**config.mk**
```make
export PLATFORM = sky130hd
export DESIGN_NAME = pci_tgt_resp
export DESIGN_NICKNAME = d
export VERILOG_FILES = /design/src/rtl/pci_resp_pkg.sv /design/src/rtl/pci_addr_capture.sv /design/src/rtl/pci_hs_fsm.sv /design/src/rtl/pci_drv_stage.sv /design/src/rtl/pci_tgt_resp.sv
export SDC_FILE = /design/constraint.sdc
export NUM_CORES = 1
export LEC_CHECK = 0
export BUFFER_PORTS_ARGS = -buffer_cell sky130_fd_sc_hd__buf_2
export CAP_MARGIN = 20
export CORE_ASPECT_RATIO = 1.5
export CORE_UTILIZATION = 40
export CTS_CLUSTER_SIZE = 10
export DETAILED_ROUTE_END_ITERATION = 10
export PLACE_DENSITY = 0.66
export SKIP_CTS_REPAIR_TIMING = 1
export SKIP_LAST_GASP = 1
export SYNTH_ARGS = -nofsm -noshare
export SYNTH_HDL_FRONTEND = slang
export SYNTH_SLANG_ARGS = --single-unit
export TNS_END_PERCENT = 50
```
**constraint.sdc**
```tcl
create_clock -name clk -period 1.7 [get_ports clk]
set_input_delay 0 -clock clk [delete_from_list [all_inputs] [get_ports clk]]
set_output_delay 0 -clock clk [all_outputs]
set_load 0.01 [all_outputs]
```
**src/rtl/pci_resp_pkg.sv**
```systemverilog
package pci_resp_pkg;

  localparam int unsigned PCI_AD_W  = 32;
  localparam int unsigned PCI_CMD_W = 4;
  localparam int unsigned N_LANES   = 2;   // lane 0: device select, lane 1: target ready
  localparam int unsigned LANE_DEV  = 0;
  localparam int unsigned LANE_RDY  = 1;

  typedef enum logic [2:0] {
    HS_IDLE  = 3'd0,
    HS_ADDR  = 3'd1,
    HS_CLAIM = 3'd2,
    HS_DATA  = 3'd3,
    HS_REL   = 3'd4
  } hs_state_e;

  // Command codes this target answers: I/O and memory, read and write.
  function automatic logic cmd_accepted(input logic [PCI_CMD_W-1:0] cmd);
    case (cmd)
      4'b0010, 4'b0011, 4'b0110, 4'b0111: return 1'b1;
      default:                            return 1'b0;
    endcase
  endfunction

  function automatic logic addr_in_window(input logic [PCI_AD_W-1:0] a,
                                          input logic [PCI_AD_W-1:0] base,
                                          input logic [PCI_AD_W-1:0] mask);
    return ((a & mask) == (base & mask));
  endfunction

  // Strobe level for a lane in a given state: 1 means drive low.
  function automatic logic lane_low(input hs_state_e s, input int unsigned lane);
    if (lane == LANE_DEV) return (s == HS_CLAIM) || (s == HS_DATA);
    else                  return (s == HS_DATA);
  endfunction

  // Both lanes are driven from claim through the one-clock release.
  function automatic logic lane_driven(input hs_state_e s);
    return (s == HS_CLAIM) || (s == HS_DATA) || (s == HS_REL);
  endfunction

endpackage

```
**src/rtl/pci_addr_capture.sv**
```systemverilog
module pci_addr_capture
  import pci_resp_pkg::*;
#(
  parameter logic [PCI_AD_W-1:0] WIN_BASE = 32'h4000_0000,
  parameter logic [PCI_AD_W-1:0] WIN_MASK = 32'hFFFF_F000
)(
  input  logic                 clk,
  input  logic                 rst_n,
  input  logic                 frame_n,
  input  logic                 irdy_n,
  input  logic [PCI_AD_W-1:0]  ad,
  input  logic [PCI_CMD_W-1:0] cbe_n,
  input  logic                 fsm_idle,
  output logic                 addr_start,
  output logic                 addr_hit
);

  logic                 frame_prev_q;
  logic                 irdy_prev_q;
  logic [PCI_AD_W-1:0]  ad_q;
  logic [PCI_CMD_W-1:0] cmd_q;
  logic                 bus_was_idle;

  assign bus_was_idle = frame_prev_q && irdy_prev_q;
  assign addr_start   = fsm_idle && !frame_n && bus_was_idle;

  always_ff @(posedge clk or negedge rst_n) begin
    if (!rst_n) begin
      frame_prev_q <= 1'b1;
      irdy_prev_q  <= 1'b1;
    end else begin
      frame_prev_q <= frame_n;
      irdy_prev_q  <= irdy_n;
    end
  end

  always_ff @(posedge clk or negedge rst_n) begin
    if (!rst_n) begin
      ad_q  <= '0;
      cmd_q <= '1;
    end else if (addr_start) begin
      ad_q  <= ad;
      cmd_q <= cbe_n;
    end
  end

  assign addr_hit = cmd_accepted(cmd_q) && addr_in_window(ad_q, WIN_BASE, WIN_MASK);

endmodule

```
**src/rtl/pci_hs_fsm.sv**
```systemverilog
module pci_hs_fsm
  import pci_resp_pkg::*;
(
  input  logic      clk,
  input  logic      rst_n,
  input  logic      addr_start,
  input  logic      addr_hit,
  input  logic      irdy_n,
  output hs_state_e state_q,
  output hs_state_e state_next,
  output logic      fsm_idle,
  output logic      claim_evt,
  output logic      phase_done
);

  assign fsm_idle   = (state_q == HS_IDLE);
  assign claim_evt  = (state_q == HS_ADDR) && addr_hit;
  assign phase_done = (state_q == HS_DATA) && !irdy_n;

  always_comb begin
    state_next = state_q;
    case (state_q)
      HS_IDLE:  if (addr_start) state_next = HS_ADDR;
      HS_ADDR:  state_next = claim_evt ? HS_CLAIM : HS_IDLE;
      HS_CLAIM: state_next = HS_DATA;
      HS_DATA:  if (phase_done) state_next = HS_REL;
      HS_REL:   state_next = HS_IDLE;
      default:  state_next = HS_IDLE;
    endcase
  end

  always_ff @(posedge clk or negedge rst_n) begin
    if (!rst_n) state_q <= HS_IDLE;
    else        state_q <= state_next;
  end

endmodule

```
**src/rtl/pci_drv_stage.sv**
```systemverilog
module pci_drv_stage
  import pci_resp_pkg::*;
(
  input  logic               clk,
  input  logic               rst_n,
  input  hs_state_e          state_next,
  output logic [N_LANES-1:0] lane_n,
  output logic [N_LANES-1:0] lane_oe
);

  for (genvar l = 0; l < N_LANES; l++) begin : g_lane
    logic low_w;
    logic en_w;
    assign low_w = lane_low(state_next, l);
    assign en_w  = lane_driven(state_next);

    always_ff @(posedge clk or negedge rst_n) begin
      if (!rst_n) begin
        lane_n[l]  <= 1'b1;
        lane_oe[l] <= 1'b0;
      end else begin
        lane_n[l]  <= !low_w;
        lane_oe[l] <= en_w;
      end
    end
  end

endmodule

```
**src/rtl/pci_tgt_resp.sv**
```systemverilog
module pci_tgt_resp
  import pci_resp_pkg::*;
#(
  parameter logic [PCI_AD_W-1:0] WIN_BASE = 32'h4000_0000,
  parameter logic [PCI_AD_W-1:0] WIN_MASK = 32'hFFFF_F000
)(
  input  logic                 clk,
  input  logic                 rst_n,
  input  logic                 frame_n,
  input  logic                 irdy_n,
  input  logic [PCI_AD_W-1:0]  ad,
  input  logic [PCI_CMD_W-1:0] cbe_n,
  output logic                 devsel_n,
  output logic                 devsel_oe,
  output logic                 trdy_n,
  output logic                 trdy_oe
);

  logic               addr_start;
  logic               addr_hit;
  logic               fsm_idle;
  logic               claim_evt;
  logic               phase_done;
  hs_state_e          state_q;
  hs_state_e          state_next;
  logic [N_LANES-1:0] lane_n;
  logic [N_LANES-1:0] lane_oe;

  pci_addr_capture #(
    .WIN_BASE (WIN_BASE),
    .WIN_MASK (WIN_MASK)
  ) i_capture (
    .clk        (clk),
    .rst_n      (rst_n),
    .frame_n    (frame_n),
    .irdy_n     (irdy_n),
    .ad         (ad),
    .cbe_n      (cbe_n),
    .fsm_idle   (fsm_idle),
    .addr_start (addr_start),
    .addr_hit   (addr_hit)
  );

  pci_hs_fsm i_fsm (
    .clk        (clk),
    .rst_n      (rst_n),
    .addr_start (addr_start),
    .addr_hit   (addr_hit),
    .irdy_n     (irdy_n),
    .state_q    (state_q),
    .state_next (state_next),
    .fsm_idle   (fsm_idle),
    .claim_evt  (claim_evt),
    .phase_done (phase_done)
  );

  pci_drv_stage i_drv (
    .clk        (clk),
    .rst_n      (rst_n),
    .state_next (state_next),
    .lane_n     (lane_n),
    .lane_oe    (lane_oe)
  );

  assign devsel_n  = lane_n[LANE_DEV];
  assign devsel_oe = lane_oe[LANE_DEV];
  assign trdy_n    = lane_n[LANE_RDY];
  assign trdy_oe   = lane_oe[LANE_RDY];

endmodule

```
Word level (Yosys, flattened, before mapping)

Index checks and enable logic that the tools add are counted.

Equality and inequality tests: 11
Multiplexer cells: 5
Reduce and logical (&&, ||, !) cells: 14

Operators with widths:

| cell                                                                    | number |
|---|---|
| 20-bit by 19-bit equality test with 1-bit output, second input constant | 1 |
| 3-bit by 2-bit equality test with 1-bit output, second input constant   | 4 |
| 3-bit case mux with 4 select lines                                      | 1 |
| 4-bit by 2-bit equality test with 1-bit output, second input constant   | 2 |
| 4-bit by 3-bit equality test with 1-bit output, second input constant   | 2 |
| 1-bit logical AND                                                       | 6 |
| 3-bit two-way mux                                                       | 2 |
| 1-bit zero test                                                         | 4 |
| 4-bit OR reduction                                                      | 1 |
| 3-bit by 1-bit equality test with 1-bit output, second input constant   | 1 |
| 3-bit equality test, second input constant                              | 1 |
| 3-bit zero test                                                         | 1 |
| 1-bit logical OR                                                        | 2 |
| 2-bit two-way mux                                                       | 1 |
| 1-bit two-way mux                                                       | 1 |

Flip-flop bits (word level): 44
Bits of input ports: 40
Logic and storage cells: 38

Longest topological paths before layout

Gate-level depths: netlist of the first run.

Word-level depth: 10
Depth in mapped cells: 4
Mapped depth without buffers: 3

Modules after synthesis

A second synthesis of the first run with hierarchy kept.

Cells, all modules: 80
Area, all modules: 1,228.7 sq um

By module, submodules not included:

| module           | instances | cells an instance | area an instance (sq um) | seq. area each (sq um) |
|---|---|---|---|---|
| pci_addr_capture | 1         | 57                | 962.2                    | 605.6 |
| pci_hs_fsm       | 1         | 14                | 148.9                    | 75.1 |
| pci_drv_stage    | 1         | 9                 | 117.6                    | 77.6 |

Worst setup path before layout of the first run

OpenSTA, ideal clock, no wires.

Path type: register to register
Start point: register i_fsm.state_q[1]
End point: register i_capture.ad_q[12]
Setup time: 125 ps
Arrival time: 1,152 ps
Required time: 1,575 ps
Slack: 423 ps
Cell stages (with the launch flop): 5
Buffers on the path: 1
Period minus slack after synthesis: 1,277 ps
Path through: dfrtp_1 > nor2_4 > nand4_4 > buf_6 > mux2_4

Longest elaborated chain between the ends: 3

Ends and longest elaborated chain:

| what                            | line                   | text |
|---|---|---|
| start, declared                 | pci_hs_fsm.sv:9        | `output hs_state_e state_q,` |
| start signal, assigned          | pci_hs_fsm.sv:34       | `else state_q <= state_next;` |
| 3-bit zero test                 | pci_hs_fsm.sv:16       | `assign fsm_idle = (state_q == HS_IDLE);` |
| 1-bit logical AND (2 in series) | pci_addr_capture.sv:25 | `assign addr_start = fsm_idle && !frame_n && bus_was_idle;` |
| end signal, assigned            | pci_addr_capture.sv:39 | `ad_q <= '0;` |
| end signal, assigned            | pci_addr_capture.sv:42 | `ad_q <= ad;` |
| end, declared                   | pci_addr_capture.sv:20 | `logic [PCI_AD_W-1:0] ad_q;` |

No other way between the ends.
A chain may end at the register's enable or synchronous reset.

Worst setup path in the final report of the first run

Start point: register i_fsm.state_q[0]
End point: register i_capture.ad_q[17]

Same word-level chain as after synthesis.

==> flow_metrics.py, run 1 <==
metrics = {
    "drt": {
        "first_pass_iters": 3,
        "post_drt_wl_per_cell_um": 12.92,
        "drc": 0,
        "drt_iter0_markers": 21,
        "vias_per_cell": 4.624,
        "antenna_left": 0,
        "vias": 800,
        "wirelength_mm": 2.236,
    },
    "place": {
        "place_congestion": 0.6162,
        "placed_cell_area_mm2": 0.001420,
        "dp_hpwl_mm": 1.457,
        "portBuffers": 29,
    },
    "cts": {
        "cts_max_level": 2,
        "clockBufferDepth": 2,
        "cts_sinks": 30,
        "path_clk_slew_ns": 0.06,
        "cts_root_buffer": "clkbuf_8",
        "worstSkewPairLatency_ns": 0.27,
        "cts_tree": "yes",
        "cts_buffers": 5,
    },
    "worst_hold_path": {
        "hold_class": "in2async",
    },
    "flow_run": {
        "maxCapViolCount": 0,
    },
    "worst_setup_path": {
        "rr_startpoint": "i_fsm.state_q[0]",
        "arrival_ns": 1.65,
        "critical_path.top_delay_family": "simple AND/OR/NAND/NOR gates",
        "startpoint_type": "register",
        "crit_cells": 4,
        "crit_path_end_kind": "register",
        "slowest_stage": "dfrtp_1",
        "crit_fanout": 14,
        "cp-startpoint": "i_fsm.state_q[0]",
        "crit_chain": "nor2_2 -> nand4_4 -> buf_12 -> mux2_4",
        "max_stage_delay_ns": 0.41,
        "rr_endpoint": "i_capture.ad_q[17]",
        "critPathBufInv": 1,
        "r2r.worst_path.cells": 4,
        "reg2reg_slack_ns": 0.21,
        "crit_end": "i_capture.ad_q[17]",
        "worstPathRequired_ns": 1.86,
        "critical_path_class": "reg2reg",
    },
    "logic_synthesis": {
        "ys_ff_latch": 30,
        "synth_edf_count": 0,
        "postSynthAreaPerCell_um2": 16.71,
        "synth_ff_type": "dfrtp_1",
        "ys_seq_area_share_pct": 61.34,
        "yosysWarnings": 0,
        "synth_cells": 74,
        "postSynth.asyncResetShare_pct": 100.0,
        "synth_nets": 114,
        "syn-cell-area_mm2": 0.001236,
        "synth_cell_types": 20,
    },
    "floorplanning": {
        "start_util_pct": 42.44,
        "ios": 44,
        "rows": 24,
        "dieArea_mm2": 0.003321,
        "dieHeight_um": 70.09,
        "core_area_mm2": 0.002913,
        "dieWidth_um": 47.39,
    },
    "global_routing": {
        "grt_max_degree": 31,
        "grt_usage_pct": 14.65,
        "antenna_found_initial": 0,
        "grt_pass1_wl_mm": 3.415,
        "grt_pass1_vias": 792,
        "gr-total-overflow": 0,
    },
    "pwr": {
        "p_leak_uw": 0.0008551,
        "p_per_area_mw_per_mm2": 1121,
        "vdd_drop_max_mv": 0.8145,
        "power.total_uw": 1995,
    },
    "layout": {
        "drive_gt1_share_pct": 51.49,
        "fin_nets": 173,
        "diodes": 0,
        "regArea_um2": 758.2,
        "area_growth_syn_to_layout_pct": 44.03,
        "fin_area_mm2": 0.001780,
        "fill_cells": 242,
        "multiInputGateArea_um2": 447.9,
    },
    "timing": {
        "finClkSkew_ns": 0.002987,
        "period_share_pct": 87.92,
        "worstMarginPinSlew_ns": 0.6522,
        "setup_viol": 0,
        "finalHoldViolCount": 0,
        "slew_headroom_pct": 56.52,
        "fin_setup_tns_ns": 0,
        "fmax_mhz": 669.0,
        "drv_slew": 0,
        "min_period_ns": 1.495,
        "rsz0062_at_grt": "no",
    },
    "status": {
        "status": "completed",
    },
}
-- synth_stat cells (2+ instances only) --
master | instances | area (µm²)
mux2_4 | 17 | 255.2
dfrtp_1 | 24 | 600.6
nand2b_1 | 3 | 18.77
o21ai_0 | 2 | 10.01
mux2_2 | 5 | 56.30
dfstp_2 | 6 | 157.7
nor4_1 | 3 | 18.77
buf_6 | 2 | 22.52
-- how the worst min path moves through the flow --
stage / start / to / slack (ns) / cells after the start
5_1_grt: rst_n / i_capture.ad_q[12] / 0.35 / 2
4_1_cts: rst_n / i_fsm.state_q[2] / -0.23 / 1
3_3_place_gp: rst_n / i_capture.ad_q[21] / 0.04 / 1
3_5_place_dp: rst_n / i_capture.ad_q[21] / 0.07 / 1
6_report: rst_n / i_capture.ad_q[12] / 0.29 / 2
2_1_floorplan: rst_n / i_capture.ad_q[12] / -0.30 / 0
-- worst register-to-register path: stages (launching register included) --
cell	delay, ns
dfrtp_1	0.41
nor2_2	0.16
nand4_4	0.26
buf_12	0.25
mux2_4	0.30
-- logic make-up (layout without fill, tap and decap cells) --
group                  count (synthesis)  count (layout)  synth area share, %
DFF                                   30              30                61.34
buffers and inverters                  3              63                2.429
muxes                                 22              22                25.20
and+or+nand+nor                       16              16                9.615
AOI/OAI and AO/OA                      3               3                1.417
-- layer usage --
layer / GRT usage (%) / up-vias / wire, µm
li1: - / 381 / -
met1: 18.72 / 391 / 974
met2: 21.46 / 21 / 1127
met3: 6.202 / 7 / 88
met4: 5.714 / 0 / 46
met5: 0 / - / 0
-- flip-flops by register name, summed over array words and instances (netlist names) --
| register | cells |
|---|---|
| i_drv.lane_n | 2 |
| i_capture.frame_prev_q | 1 |
| i_capture.ad_q | 20 |
| i_capture.irdy_prev_q | 1 |
| i_fsm.state_q | 3 |
| i_capture.cmd_q | 2 |
| i_drv.lane_oe | 1 |
-- cell usage in the layout, fill, tap and decap left out, types with 2 or more instances in the layout --
master         Yosys  routed
nand2b_1           3       3
clkbuf_8           0       8
dfstp_2            6       6
o21ai_0            2       2
dfrtp_1           24      24
mux2_4            17      17
buf_2              0      29
dlygate4sd3_1      0      25
nor4_1             3       3
mux2_2             5       5
-- area by class of cell --
cell class / count / area share, %
Sequential cell: 30 / 42.59
Tap cell: 39 / 2.741
Timing Repair Buffer: 55 / 23.33
Clock buffer: 8 / 6.184
Multi-Input combinational cell: 41 / 25.16
-- report_power, final --
group          switching (µW)  internal (µW)
registers                88.6            886
logic                     101            261
clock network             250            408
total                     440           1550
-- through the flow --
stage                     hold slack (ns)  setup slack, ns  utilization (%)  std cells
after floorplan                   -0.2956           0.4234                -         74
after global placement            0.03952           0.2305            48.75        140
after detailed placement          0.06718           0.2098            48.75        140
after CTS                         -0.2335           0.1976            52.53        148
after global routing               0.3515           0.1410            61.13        173
final                              0.2910           0.2053            61.13        173
(Power assumes the default switching activity.)
==> run 2: changes to the inputs <==
Clock period 1.7 ns to 1.4 ns, I/O delays scaled along.
==> flow_metrics.py, run 2 (synthesized netlist as in run 1, its figures left out) <==
metrics = {
    "status": {
        "status": "completed",
    },
    "cts": {
        "cts_buffers": 5,
        "clockBufferDepth": 2,
        "cts_sinks": 30,
        "cts_tree": "yes",
        "cts_root_buffer": "clkbuf_8",
        "path_clk_slew_ns": 0.07,
        "cts_max_level": 2,
        "worstSkewPairLatency_ns": 0.28,
    },
    "layout": {
        "regMostFlops": "i_capture.ad_q",
        "area_growth_syn_to_layout_pct": 43.93,
        "mostFrequentLayoutCells": "29 x buf_2, 25 x dlygate4sd3_1, 24 x dfrtp_1, 17 x mux2_4, 6 x dfstp_2",
        "utilization_pct": 61.08,
        "multiInputGateArea_um2": 447.9,
        "fill_cells": 241,
        "regArea_um2": 758.2,
        "reg_top3": "i_capture.ad_q: 20 flops, i_fsm.state_q: 3 flops",
        "layout_commonest_cell": "buf_2",
        "drive_gt1_share_pct": 51.49,
        "largest_register_ffs": 20,
        "diodes": 0,
        "fin_area_mm2": 0.001779,
        "fin_nets": 173,
    },
    "pwr": {
        "comb_power_share_pct": 17.9,
        "sw_frac_of_total_pct": 23.10,
        "p_leak_uw": 0.0008555,
        "p_per_area_mw_per_mm2": 1400,
        "clkPwrFrac_pct": 34.4,
        "power_frac_seq_pct": 47.7,
        "vdd_drop_max_mv": 0.9412,
        "switchingPower_uw": 575.6,
        "p_int_uw": 1916,
    },
    "global_routing": {
        "grt_max_degree": 31,
        "antenna_found_initial": 0,
        "grt_use_met3_pct": 5.685,
        "grt_pass1_wl_mm": 3.470,
        "top_usage_layer": "met2",
        "grtUsageMet2_pct": 22.22,
        "gr-total-overflow": 0,
        "grt_usage_pct": 15.37,
        "met1_usage_pct": 18.61,
        "grt_pass1_vias": 750,
    },
    "drt": {
        "first_pass_iters": 4,
        "vias": 817,
        "post_drt_wl_per_cell_um": 13.70,
        "antenna_left": 0,
        "vias_per_cell": 4.723,
        "drt_iter0_markers": 14,
        "wirelength_mm": 2.370,
        "drc": 0,
    },
    "timing": {
        "drv_slew": 0,
        "min_period_ns": 1.311,
        "finClkSkew_ns": 0.007257,
        "period_share_pct": 93.64,
        "finalHoldViolCount": 0,
        "fmax_mhz": 762.8,
        "worstMarginPinSlew_ns": 0.6512,
        "fin_setup_tns_ns": 0,
        "rsz0062_at_grt": "no",
        "slew_headroom_pct": 56.59,
        "setup_viol": 0,
    },
    "worst_setup_path": {
        "reg2reg_slack_ns": 0.09,
        "critPathBufInv": 1,
        "crit_chain": "nor2_4 -> nand4_4 -> buf_12 -> mux2_4",
        "crit_cells": 4,
        "worstPathRequired_ns": 1.56,
        "startpoint_type": "register",
        "critical_path_class": "reg2reg",
        "crit_fanout": 23,
        "critical_path.top_delay_family": "flip-flops",
        "slowest_stage": "dfrtp_1",
        "arrival_ns": 1.47,
        "max_stage_delay_ns": 0.42,
        "r2r.worst_path.cells": 4,
        "crit_path_end_kind": "register",
    },
    "place": {
        "placed_cell_area_mm2": 0.001420,
        "place_congestion": 0.6836,
        "dp_hpwl_mm": 1.472,
        "portBuffers": 29,
    },
    "worst_hold_path": {
        "hold_class": "in2async",
    },
    "flow_run": {
        "maxCapViolCount": 0,
    },
    "floorplanning": {
        "ios": 44,
        "rows": 24,
        "core_area_mm2": 0.002913,
        "dieArea_mm2": 0.003321,
        "start_util_pct": 42.44,
        "dieHeight_um": 70.09,
        "dieWidth_um": 47.39,
    },
}
run 2: changes by cell type in the layout (fill, tap and decap cells not counted), sizes merged:
cell	delta
clkbuf	-3
clkinv	+2
bufinv	+1
run 2: power by group through the flow:
stage | registers [µW] | clock network, µW | logic, µW
2_1_floorplan | 1170 | 0 | 302
3_3_place_gp | 1180 | 0 | 377
3_5_place_dp | 1200 | 0 | 394
4_1_cts | 1190 | 873 | 395
5_1_grt | 1210 | 917 | 483
6_report | 1190 | 857 | 446
run 2: worst paths after layout:
check	start	endpoint
setup / recovery	i_fsm.state_q[1]	i_capture.ad_q[17]
min in group clk	irdy_n	i_capture.irdy_prev_q
max in group asynchronous	rst_n	i_capture.ad_q[23]
setup reg to reg	i_fsm.state_q[1]	i_capture.ad_q[17]
hold / removal	rst_n	i_capture.ad_q[18]
hold reg to reg	i_capture.ad_q[30]	i_capture.ad_q[30]
run 2: worst register-to-register path, stage by stage, from the launching register on:
cell     delay (ns)
dfrtp_1        0.42
nor2_4         0.16
nand4_4        0.12
buf_12         0.18
mux2_4         0.32
run 2: per-layer routing:
layer  vias up  routed length (µm)
met5         -                   0
met4         0                  50
met3         8                  83
met2        21                1303
met1       408                 933
li1        380                   -
run 2: final cells by class:
class / count / area share (%)
well taps: 39 / 2.743
flip-flops and latches: 30 / 42.62
repair buffers: 55 / 23.35
multi-input cells: 41 / 25.18
clock inverters: 3 / 2.250
clock buffers: 5 / 3.868
run 2: through the flow:
step                hold slack (ns)  total power (µW)  instances  worst slack (ns)
floorplan                   -0.2956              1467         74            0.1234
finish                       0.2834              2491        173           0.08897
detailed placement          0.06112              1594        140            0.1020
global placement            0.04117              1562        140            0.1359
global route                 0.3417              2612        173           0.05227
CTS                         -0.2486              2455        148           0.08545
==> run 3: changes to the inputs <==
Settings changed: CAP_MARGIN 20 to not set, PLACE_DENSITY 0.66 to 0.67, SLEW_MARGIN set to 20, SYNTH_HIERARCHICAL set to 1.
==> flow_metrics.py, run 3 <==
metrics = {
    "timing": {
        "fin_setup_tns_ns": -3.984,
        "worst_slack_ns": -0.3540,
        "fmax_mhz": 570.1,
        "worstMarginPinSlew_ns": 0.6357,
        "slew_headroom_pct": 57.62,
        "rsz0062_at_grt": "yes",
        "period_share_pct": 125.3,
        "finalHoldViolCount": 0,
        "min_period_ns": 1.754,
        "whs_ns": 0.2837,
        "setup_viol": 27,
        "drv_slew": 0,
        "finClkSkew_ns": 0.004587,
    },
    "pwr": {
        "power.total_uw": 2314,
        "p_leak_uw": 0.0008412,
        "p_int_uw": 1759,
        "vdd_drop_max_mv": 1.123,
        "p_per_area_mw_per_mm2": 1257,
        "comb_power_share_pct": 18.2,
        "switchingPower_uw": 555.2,
        "clkPwrFrac_pct": 29.8,
        "power_frac_seq_pct": 52.0,
        "sw_frac_of_total_pct": 24.00,
    },
    "layout": {
        "layout_commonest_cell": "buf_2",
        "mostFrequentLayoutCells": "29 x buf_2, 25 x dlygate4sd3_1, 24 x dfrtp_1, 21 x mux2_2, 7 x buf_4",
        "fin_nets": 186,
        "fill_cells": 243,
        "utilization_pct": 63.85,
        "reg_top3": "i_capture/ad_q: 20 flops, i_fsm/state_q: 3 flops",
        "largest_register_ffs": 20,
        "drive_gt1_share_pct": 56.46,
        "area_growth_syn_to_layout_pct": 51.81,
        "diodes": 0,
        "regMostFlops": "i_capture/ad_q",
    },
    "floorplanning": {
        "dieHeight_um": 69.43,
        "rows": 24,
        "start_util_pct": 42.06,
        "core_area_mm2": 0.002883,
        "dieWidth_um": 46.95,
        "ios": 44,
        "dieArea_mm2": 0.003260,
    },
    "worst_setup_path": {
        "crit_fanout": 3,
        "startpoint_type": "register",
        "slowest_stage": "or4_4",
        "max_stage_delay_ns": 0.55,
        "crit_chain": "or4_4 -> nor4_4 -> nand2_1 -> o22ai_2 -> nor2b_4 -> a21o_1",
        "worstPathRequired_ns": 1.62,
        "crit_path_end_kind": "register",
        "arrival_ns": 1.97,
        "critical_path_class": "reg2reg",
    },
    "drt": {
        "post_drt_wl_per_cell_um": 12.27,
        "first_pass_iters": 4,
        "drt_iter0_markers": 7,
        "vias": 843,
        "vias_per_cell": 4.532,
        "wirelength_mm": 2.282,
        "antenna_left": 0,
        "drc": 0,
    },
    "logic_synthesis": {
        "yosysWarnings": 6,
        "syn-cell-area_mm2": 0.001212,
        "synth_nets": 118,
        "synth_cells": 78,
        "postSynthAreaPerCell_um2": 15.54,
    },
    "place": {
        "dp_hpwl_mm": 1.592,
        "place_congestion": 0.7247,
        "portBuffers": 29,
        "dp_slack_ns": -0.3941,
    },
    "cts": {
        "cts_tree": "yes",
        "clockBufferDepth": 2,
        "cts_max_level": 2,
        "path_clk_slew_ns": 0.06,
        "cts_buffers": 5,
        "cts_root_buffer": "clkbuf_8",
        "worstSkewPairLatency_ns": 0.28,
        "cts_sinks": 30,
    },
    "status": {
        "violations": "setup timing",
        "status": "finished, violations left",
    },
    "flow_run": {
        "maxCapViolCount": 0,
    },
    "global_routing": {
        "grt_usage_pct": 15.41,
        "grt_max_degree": 31,
        "antenna_found_initial": 0,
        "gr-total-overflow": 0,
        "grt_pass1_vias": 809,
        "grt_pass1_wl_mm": 3.450,
    },
    "worst_hold_path": {
        "hold_class": "in2async",
    },
}
[run 3: cell count changes in the layout (fill, tap and decap cells not counted), sizes merged, moves of 2 or more]
cell | before | now
o21ai | 2 | 0
buf | 30 | 39
inv | 0 | 2
nor2b | 0 | 2
clkbuf | 5 | 7
nand2b | 3 | 1
[run 3: metal layers]
layer / part of all wire (%) / routed length (µm) / up-vias / track usage (%)
met5: 0 / 0 / - / 0
met1: 41 / 928 / 412 / 17.22
li1: - / - / 409 / -
met3: 3.5 / 79 / 5 / 6.250
met4: 2.4 / 55 / 0 / 7.619
met2: 53 / 1219 / 17 / 24.23
[run 3: path summary, 6_finish.rpt]
kind | depth (start not counted) | endpoint | slack, ns | start
setup / recovery | 6 | i_drv/lane_oe[1] | -0.35 | i_capture/ad_q[19]
hold / removal | 2 | i_drv/lane_oe[1] | 0.28 | rst_n
setup reg to reg | 6 | i_drv/lane_oe[1] | -0.35 | i_capture/ad_q[19]
hold reg to reg | 1 | i_capture/ad_q[17] | 0.51 | i_capture/ad_q[17]
max in group asynchronous | 2 | i_capture/ad_q[19] | 0.70 | rst_n
min in group clk | 2 | i_capture/frame_prev_q | 0.38 | frame_n
[run 3: power groups by stage]
stage	clock network (µW)	logic, µW	registers [µW]
finish	690	421	1200
global route	750	461	1230
CTS	720	352	1180
detailed placement	0	351	1200
global placement	0	334	1190
floorplan	0	244	1170
[run 3: metrics by stage]
stage / std cells / instance area [µm²]
floorplan: 78 / 1221
global placement: 151 / 1445
detailed placement: 151 / 1445
CTS: 159 / 1536
global route: 186 / 1841
finish: 186 / 1841
[run 3: cell type report]
class                           instances  area [µm²]  area share [%]
Tap cell                               39       48.80           2.651
Inverter                                2       7.507          0.4079
Timing Repair Buffer                   64       481.7           26.17
Clock buffer                            7       86.33           4.691
Sequential cell                        30       758.2           41.20
Clock inverter                          1       5.005          0.2719
Multi-Input combinational cell         43       452.9           24.61
[run 3: worst max-delay path: cells and delay by family, from the launching register on]
family             cells  cell delay [ns]
AOI/OAI and AO/OA      2             0.29
DFF                    1             0.38
and+or+nand+nor        4             1.04
